### src/rtl/bshift_pkg.sv
package bshift_pkg;

  // Direction encoding on the dirLeft input.
  typedef enum logic {
    DIR_RIGHT = 1'b0,
    DIR_LEFT  = 1'b1
  } shiftDir_e;

  // Strobes passed from the control decode to the datapath.
  typedef struct packed {
    logic fullWidth;   // amount reaches the data width
    logic goLeft;      // move toward the MSB
    logic rotate;      // wrap bits instead of filling
    logic fill;        // value for vacated positions
  } shiftCtl_t;

endpackage

### src/rtl/bshift_ctrl.sv
module bshift_ctrl
  import bshift_pkg::*;
#(
  parameter int WIDTH = 8,
  parameter int AMT_W = 4
) (
  input  logic                         clk,
  input  logic                         rst,
  input  logic                         dirLeft,
  input  logic                         rotEn,
  input  logic                         fillBit,
  input  logic [AMT_W-1:0]             shiftAmt,
  output shiftCtl_t                    ctl,
  output logic [$clog2(WIDTH)-1:0]     stageEn
);

  localparam int STAGES = $clog2(WIDTH);
  localparam logic [AMT_W:0] WIDTH_L = (AMT_W+1)'(WIDTH);

  logic      atFull;
  shiftDir_e dirSel;

  always_comb begin
    atFull = ({1'b0, shiftAmt} >= WIDTH_L);
    dirSel = shiftDir_e'(dirLeft);
    ctl.fullWidth = atFull;
    ctl.goLeft    = (dirSel == DIR_LEFT);
    ctl.rotate    = rotEn;
    ctl.fill      = fillBit;
    // Amounts at or above the width use only the full-width path.
    stageEn = atFull ? '0 : shiftAmt[STAGES-1:0];
  end

  // any amount of WIDTH or more selects the full-width path with no stage active
  a_r8_clamp_full: assert property (@(posedge clk) disable iff (rst)
    ({1'b0, shiftAmt} >= WIDTH_L) |-> (ctl.fullWidth && (stageEn == '0)));

  // amount zero enables nothing
  a_r6_zero_decode: assert property (@(posedge clk) disable iff (rst)
    (shiftAmt == '0) |-> (!ctl.fullWidth && (stageEn == '0)));

endmodule

### src/rtl/bshift_datapath.sv
module bshift_datapath
  import bshift_pkg::*;
#(
  parameter int WIDTH = 8
) (
  input  logic                         clk,
  input  logic                         rst,
  input  logic [WIDTH-1:0]             dataIn,
  input  logic                         loadEn,
  input  shiftCtl_t                    ctl,
  input  logic [$clog2(WIDTH)-1:0]     stageEn,
  output logic [WIDTH-1:0]             shOut
);

  localparam int STAGES = $clog2(WIDTH);

  logic [WIDTH-1:0] holdReg;
  logic [WIDTH-1:0] stg [0:STAGES];

  always_ff @(posedge clk) begin
    if (rst) begin
      holdReg <= '0;
    end else if (loadEn) begin
      holdReg <= dataIn;
    end
  end

  assign stg[0] = holdReg;

  // One stage per power of two: stage k moves by 2**k positions.
  for (genvar k = 0; k < STAGES; k++) begin : g_stage
    localparam int SH = 1 << k;
    logic [WIDTH-1:0] leftVal;
    logic [WIDTH-1:0] rightVal;

    for (genvar i = 0; i < WIDTH; i++) begin : g_bit
      if (i >= SH) begin : g_lin
        assign leftVal[i] = stg[k][i-SH];
      end else begin : g_lwrap
        assign leftVal[i] = ctl.rotate ? stg[k][i-SH+WIDTH] : ctl.fill;
      end
      if (i + SH < WIDTH) begin : g_rin
        assign rightVal[i] = stg[k][i+SH];
      end else begin : g_rwrap
        assign rightVal[i] = ctl.rotate ? stg[k][i+SH-WIDTH] : ctl.fill;
      end
    end

    assign stg[k+1] = stageEn[k] ? (ctl.goLeft ? leftVal : rightVal) : stg[k];
  end

  // Full-width move: rotating returns the value, shifting leaves only fill.
  always_comb begin
    if (ctl.fullWidth && !ctl.rotate) begin
      shOut = {WIDTH{ctl.fill}};
    end else begin
      shOut = stg[STAGES];
    end
  end

  // enabled load captures the input
  a_r1_load: assert property (@(posedge clk) disable iff (rst)
    loadEn |=> (holdReg == $past(dataIn)));

  // without enable the register keeps its value
  a_r2_hold: assert property (@(posedge clk) disable iff (rst)
    !loadEn |=> $stable(holdReg));

  // with no stage and no full-width path the value passes through
  a_r6_passthru: assert property (@(posedge clk) disable iff (rst)
    ((stageEn == '0) && !ctl.fullWidth) |-> (shOut == holdReg));

  // full-width shift leaves only fill bits
  a_r7_full_fill: assert property (@(posedge clk) disable iff (rst)
    (ctl.fullWidth && !ctl.rotate) |-> (shOut == {WIDTH{ctl.fill}}));

  // rotation preserves the number of ones
  a_r4_rot_ones: assert property (@(posedge clk) disable iff (rst)
    ctl.rotate |-> ($countones(shOut) == $countones(holdReg)));

endmodule

### src/rtl/bshift_top.sv
module bshift_top
  import bshift_pkg::*;
#(
  parameter int WIDTH = 8,
  parameter int AMT_W = 4
) (
  input  logic             clk,
  input  logic             rst,
  input  logic [WIDTH-1:0] dataIn,
  input  logic             loadEn,
  input  logic             dirLeft,
  input  logic             rotEn,
  input  logic             fillBit,
  input  logic [AMT_W-1:0] shiftAmt,
  output logic [WIDTH-1:0] dataOut
);

  localparam int STAGES = $clog2(WIDTH);

  shiftCtl_t         ctlBus;
  logic [STAGES-1:0] stageEn;

  bshift_ctrl #(.WIDTH(WIDTH), .AMT_W(AMT_W)) ctrl_i (
    .clk      (clk),
    .rst      (rst),
    .dirLeft  (dirLeft),
    .rotEn    (rotEn),
    .fillBit  (fillBit),
    .shiftAmt (shiftAmt),
    .ctl      (ctlBus),
    .stageEn  (stageEn)
  );

  bshift_datapath #(.WIDTH(WIDTH)) dp_i (
    .clk     (clk),
    .rst     (rst),
    .dataIn  (dataIn),
    .loadEn  (loadEn),
    .ctl     (ctlBus),
    .stageEn (stageEn),
    .shOut   (dataOut)
  );

endmodule

### config.mk
export PLATFORM = sky130hd
export DESIGN_NAME = bshift_top
export DESIGN_NICKNAME = d
export VERILOG_FILES = /design/src/rtl/bshift_pkg.sv /design/src/rtl/bshift_ctrl.sv /design/src/rtl/bshift_datapath.sv /design/src/rtl/bshift_top.sv
export SDC_FILE = /design/constraint.sdc
export NUM_CORES = 1
export LEC_CHECK = 0
export BUFFER_PORTS_ARGS = -buffer_cell sky130_fd_sc_hd__buf_2
export CAP_MARGIN = 40
export CORE_MARGIN = 3
export CORE_UTILIZATION = 52
export DETAILED_ROUTE_END_ITERATION = 8
export HOLD_SLACK_MARGIN = 0.08
export PLACE_DENSITY = 0.79
export SLEW_MARGIN = 15
export SYNTH_ARGS = -nofsm -noshare
export SYNTH_HDL_FRONTEND = slang
export SYNTH_SLANG_ARGS = --single-unit
### constraint.sdc
create_clock -name clk -period 2.22 [get_ports clk]
set_clock_uncertainty 0.2 [all_clocks]
set_input_delay 0.222 -clock clk [delete_from_list [all_inputs] [get_ports clk]]
set_output_delay 0.222 -clock clk [all_outputs]
set_load 0.02 [all_outputs]
Word level (Yosys, flattened, before mapping)
Cells that the tools add are included.

Register bits: 8. Bits of input ports: 18. Output and inout bits: 8. Logic and storage cells: 26.

Magnitude comparators: 1. Mux-type cells: 22. Reduce and logical (&&, ||, !) cells: 2.

Operators by type and width (count): two-way mux 8 bit (7); two-way mux 1 bit (14); greater-or-equal comparator 4 bit (second input constant) (1); two-way mux 3 bit (1); logical AND 1 bit (1); zero test 1 bit (1).

Logic depth before layout (Yosys ltp)
Word-level depth: 10. Gate-level depth with buffers: 6. Gate-level depth less buffers: 5.

Hierarchy
A second synthesis with hierarchy kept.

Cells, all modules: 137. Area, all modules: 1069.8 µm².

Modules (own cells, without submodules): bshift_datapath (instances 1, cells an instance 129, area an instance 1017.2 µm², sequential area each 160.2 µm²); bshift_ctrl (instances 1, cells an instance 8, area an instance 52.6 µm², sequential area each 0.0 µm²).

Worst setup path before layout
No wires, ideal clock.

Path type: input to output. Start point: input rotEn. End point: output dataOut[1]. Arrival: 1.612 ns. Required time: 1.798 ns. Setup slack: 0.186 ns. Stages: 6. Path buffers: 1. Path through: buf_2 -> nor2b_1 -> nor2_1 -> o32ai_1 -> a31oi_1 -> a221oi_1.

Word-level cells in the longest chain between the ends: 9. Elaborated cells between the ends (all ways): 12. Classes of those cells: mux (10); reduce/logical (2).

RTL lines: from (decl) (RTL line bshift_top.sv:12) `input logic rotEn,`; two-way mux 1 bit (RTL line bshift_datapath.sv:45) `assign rightVal[i] = ctl.rotate ? stg[k][i+SH-WIDTH] : ctl.fill;`; two-way mux 8 bit (4 in series) (RTL line bshift_datapath.sv:49) `assign stg[k+1] = stageEn[k] ? (ctl.goLeft ? leftVal : rightVal) : stg[k];`; two-way mux 1 bit (RTL line bshift_datapath.sv:40) `assign leftVal[i] = ctl.rotate ? stg[k][i-SH+WIDTH] : ctl.fill;`; two-way mux 8 bit (2 in series) (RTL line bshift_datapath.sv:49); two-way mux 8 bit (*) (RTL line bshift_datapath.sv:54) `if (ctl.fullWidth && !ctl.rotate) begin`; to (decl) (RTL line bshift_top.sv:15) `output logic [WIDTH-1:0] dataOut`.

Mark *: on every way between the ends. The rest lies on a longest branch, timed or not.

Worst setup path after layout
Start point: register dp_i.holdReg[0]. End point: output dataOut[6].

Word-level cells in the longest chain between the ends: 7. Elaborated cells between the ends (all ways): 8. Classes of those cells: mux (8).

RTL lines: from (decl) (RTL line bshift_datapath.sv:17) `logic [WIDTH-1:0] holdReg;`; from (signal assigned) (RTL line bshift_datapath.sv:24) `holdReg <= dataIn;`; two-way mux 8 bit (*) (3 in series) (RTL line bshift_datapath.sv:49); two-way mux 1 bit (RTL line bshift_datapath.sv:45); two-way mux 8 bit (RTL line bshift_datapath.sv:49); two-way mux 8 bit (*) (RTL line bshift_datapath.sv:49); two-way mux 8 bit (*) (RTL line bshift_datapath.sv:54).

Marked as above.

==> results.md <==
* First-pass GRT wire length at roughly 5500 um
* Critical path cell sequence: and2_4, a21oi_1, a211oi_2, a21oi_2, a211oi_1, buf_2
* TritonCTS clock tree: built
* Number of synthesized flops with an enable pin at 0
* Critical Path End Type: output pin
* Std-Cell Core Area at approximately 1800 um2
* Number of DRC violations after detailed routing at 0
* Post-Synthesis Cells at between 100 and 150
* Post-synth cell types at 42
* Compound-cell area share of the yosys netlist at 0.399
* Mean routed wirelength per cell at just over 20 um
* Overall via count from detail_route at around 1.4k
* Post-detailed-placement half-perimeter wirelength at around 2300 um
* Layout Cells excl Fill at 200
* Proportion of power drawn by flip-flops and latches at 0.286
* Fraction of power spent switching nets at 0.417
* Number of global-route vias before repair at 1,194
* Cell Pwr Density at around 410 nW/um2
* Failing checks: negative setup slack
* Worst Path Arrival at about 1.9 ns
* # Max-Cap Violations at 0
* Overall die area at 2510 um2
* Final Hold Slack at about 0.21 ns
* Run status: complete, but fails checks
* Share of synthesized area spent on multiplexers at 0.140
* Final setup TNS at -0.0531 ns
* Main combinational cell family by area after synthesis: compound AO/OA/AOI/OAI gates
* Relative slew margins at 0.416
* Placed instance count at 180
* Standard cell with the maximum stage delay on the critical path: sky130_fd_sc_hd__dfxtp_4
* Final Hold Violating Endpoints at 0
* Top fanout value on the critical path at 5
* Highest Clock Rate at roughly 440 MHz
* Proportion of register bits with asynchronous set or reset after synthesis at 0
* Pin count of the biggest net entering global routing at 13
* CTS Buf Count at 3
* Core utilization of the finished layout at 0.814
* Initial antenna violation count at 0
* Final min period at ~2.3 ns
* Arithmetic-cell share of the synthesized area counting full adders, half adders and majority gates at 0
* Area taken by flip-flops and latches at 173 um2
* Relative area change from synthesis to final layout at 43.7%
* Category of the critical setup timing path: flip-flop to output pin
* Worst EP required at around 1.8 ns
* Largest vdd supply drop at approximately 0.00040 V
* Fill cells at 111
* Primary flip-flop cell chosen by synthesis mapping: sky130_fd_sc_hd__dfxtp_1
* Final ANT Viol Nets at 0
* H-Tree Depth at 1
* Dpl cell area at 1140 um2
* Share of the synthesized netlist area taken by xor and xnor gates at 0
* GR Overflow Total at 0
* Slack of the critical path at -0.0531 ns
* Register clock-pin slew on the reported worst setup and hold paths at 0.05 ns
* Largest register by flop count: dp_i.holdReg
* Number of flip-flops and latches in the synthesized netlist at 8
* Pleak at about 0.6 nW
* Number of nets in the synthesized netlist at 152
* Pin slew with the least headroom to its limit at slightly below 0.9 ns
* Crit path launch type: flip-flop
* Bufs on Longest Clock Path at 2
* Internal power of the cells at around 0.34 mW
* Area of combinational cells with multiple inputs at between 800 and 900 um2
* Count of final max-slew check failures at 0
* Largest regs: dp_i.holdReg (8)
* 1st-iter DRT viols at around 130
* Psw at about 0.25 mW
* Final clock period utilization by the worst path at 1.02
* Final setup violation count at 1
* Chip Width at 50.1 um
* Pre-CTS WS at 0.0783 ns
* Fraction of final layout cells sized beyond drive strength 1 at 0.434
* Wire length after detailed routing at 4130 um
* Number of port buffers at 25
* Effective utilization at floorplan at 0.566
* Min-delay worst type: input pin to flip-flop
* Max FFs per register at 8
* Synthesis warning total at 0
* Number of inserted diodes at 0
* Part of the power in the clock network at 0.197
* Register area share after synthesis at 0.159
* Combinational share of power at 0.517
* Mapped cell area at slightly above 1000 um2
* Via-per-instance ratio at 6.87
* Overall power consumption at roughly 0.59 mW
* Synthesized area per cell at approximately 7.5 um2
* Clock latency at the later pin of the worst-skew pair at 0.27 ns
* Num Clock Sinks at 8
* Overall fraction of global-route tracks in use at 0.279
* Number of cell rows at 15
* Number of detailed-route iterations in the first pass at 5
* I/O pin count at 26
* Delay of the slowest critical-path stage at roughly 0.38 ns
* Root buffer selected by CTS: sky130_fd_sc_hd__clkbuf_4
* Simple-gate share of the synthesized area at 0.222
* Buffers and inverters on the worst path at 1
* Commonest cells after routing, fill and taps aside: sky130_fd_sc_hd__buf_2 (23), sky130_fd_sc_hd__nor2_1 (16), sky130_fd_sc_hd__nand2_1 (14), sky130_fd_sc_hd__dlygate4sd3_1 (14), sky130_fd_sc_hd__mux2i_1 (13)
* Global placer's final weighted congestion at about 0.95
* Most common library cell in the layout ignoring fill and taps: sky130_fd_sc_hd__buf_2
* Top delay family on crit path: compound AO/OA/AOI/OAI gates
* Die height at 50.1 um
* Number of nets in the layout at a little under 200
* Final instance area at 1450 um2
==> final timing paths <==
check | startpoint | end | slack, ns | cells after the start
max | dp_i.holdReg[0]$_SDFFE_PP0P_ | dataOut[6] | -0.05 | 6
min | loadEn | dp_i.holdReg[7]$_SDFFE_PP0P_ | 0.21 | 3
max reg2reg | dp_i.holdReg[3]$_SDFFE_PP0P_ | dp_i.holdReg[3]$_SDFFE_PP0P_ | 0.72 | 4
min reg2reg | dp_i.holdReg[7]$_SDFFE_PP0P_ | dp_i.holdReg[7]$_SDFFE_PP0P_ | 0.41 | 2
==> worst min-delay path: stages <==
cell and delay, ns:
sky130_fd_sc_hd__buf_2 0.18, sky130_fd_sc_hd__mux2i_1 0.14, sky130_fd_sc_hd__nor2_1 0.08
==> kinds of logic after synthesis <==
family,Yosys count
AOI/OAI and AO/OA,52
and+or+nand+nor,47
muxes,14
buffers and inverters,13
DFF,8
==> per-layer routing <==
metal	global-route usage	routed length, um
met1	0.335	1500
met2	0.452	1870
met3	0.0876	504
met4	0.115	256
met5	0	0
==> what timing repair did <==
item / in CTS / in global routing
setup endpoints to repair: 2 / 8
hold buffers: 14 / 0
gates resized for setup: 1 / 32
setup buffers: 0 / 3
endpoints found under the hold margin: 8 / 0
pin swaps: 1 / 6
==> cells in the mapped netlist, drive strengths merged (3+ instances only) <==
cell | instances | area [um2]
a211oi | 9 | 72.6
a21oi | 9 | 45.0
a221oi | 7 | 73.8
a31oi | 5 | 31.3
buf | 8 | 62.6
dfxtp | 8 | 160
inv | 3 | 11.3
mux2i | 13 | 130
nand2 | 15 | 58.8
nand2b | 3 | 18.8
nor2 | 17 | 66.3
nor2b | 3 | 18.8
nor3 | 3 | 15.0
o21ai | 9 | 45.0
o32ai | 3 | 45.1
==> area by class of cell <==
type	instances	area share
timing repair buffer	48	0.233
inverter	3	0.00776
multi-input combinational	113	0.603
sequential	8	0.119
clock buffer	3	0.0155
tap	25	0.0216
==> power groups by stage <==
stage | clock network, mW | registers (mW) | logic [mW]
3_5_place_dp | 0 | 0.169 | 0.230
2_1_floorplan | 0 | 0.163 | 0.172
3_3_place_gp | 0 | 0.169 | 0.224
4_1_cts | 0.118 | 0.167 | 0.250
6_report | 0.116 | 0.169 | 0.305
5_1_grt | 0.129 | 0.169 | 0.320
Note: power is estimated with default switching activity, not from simulation.
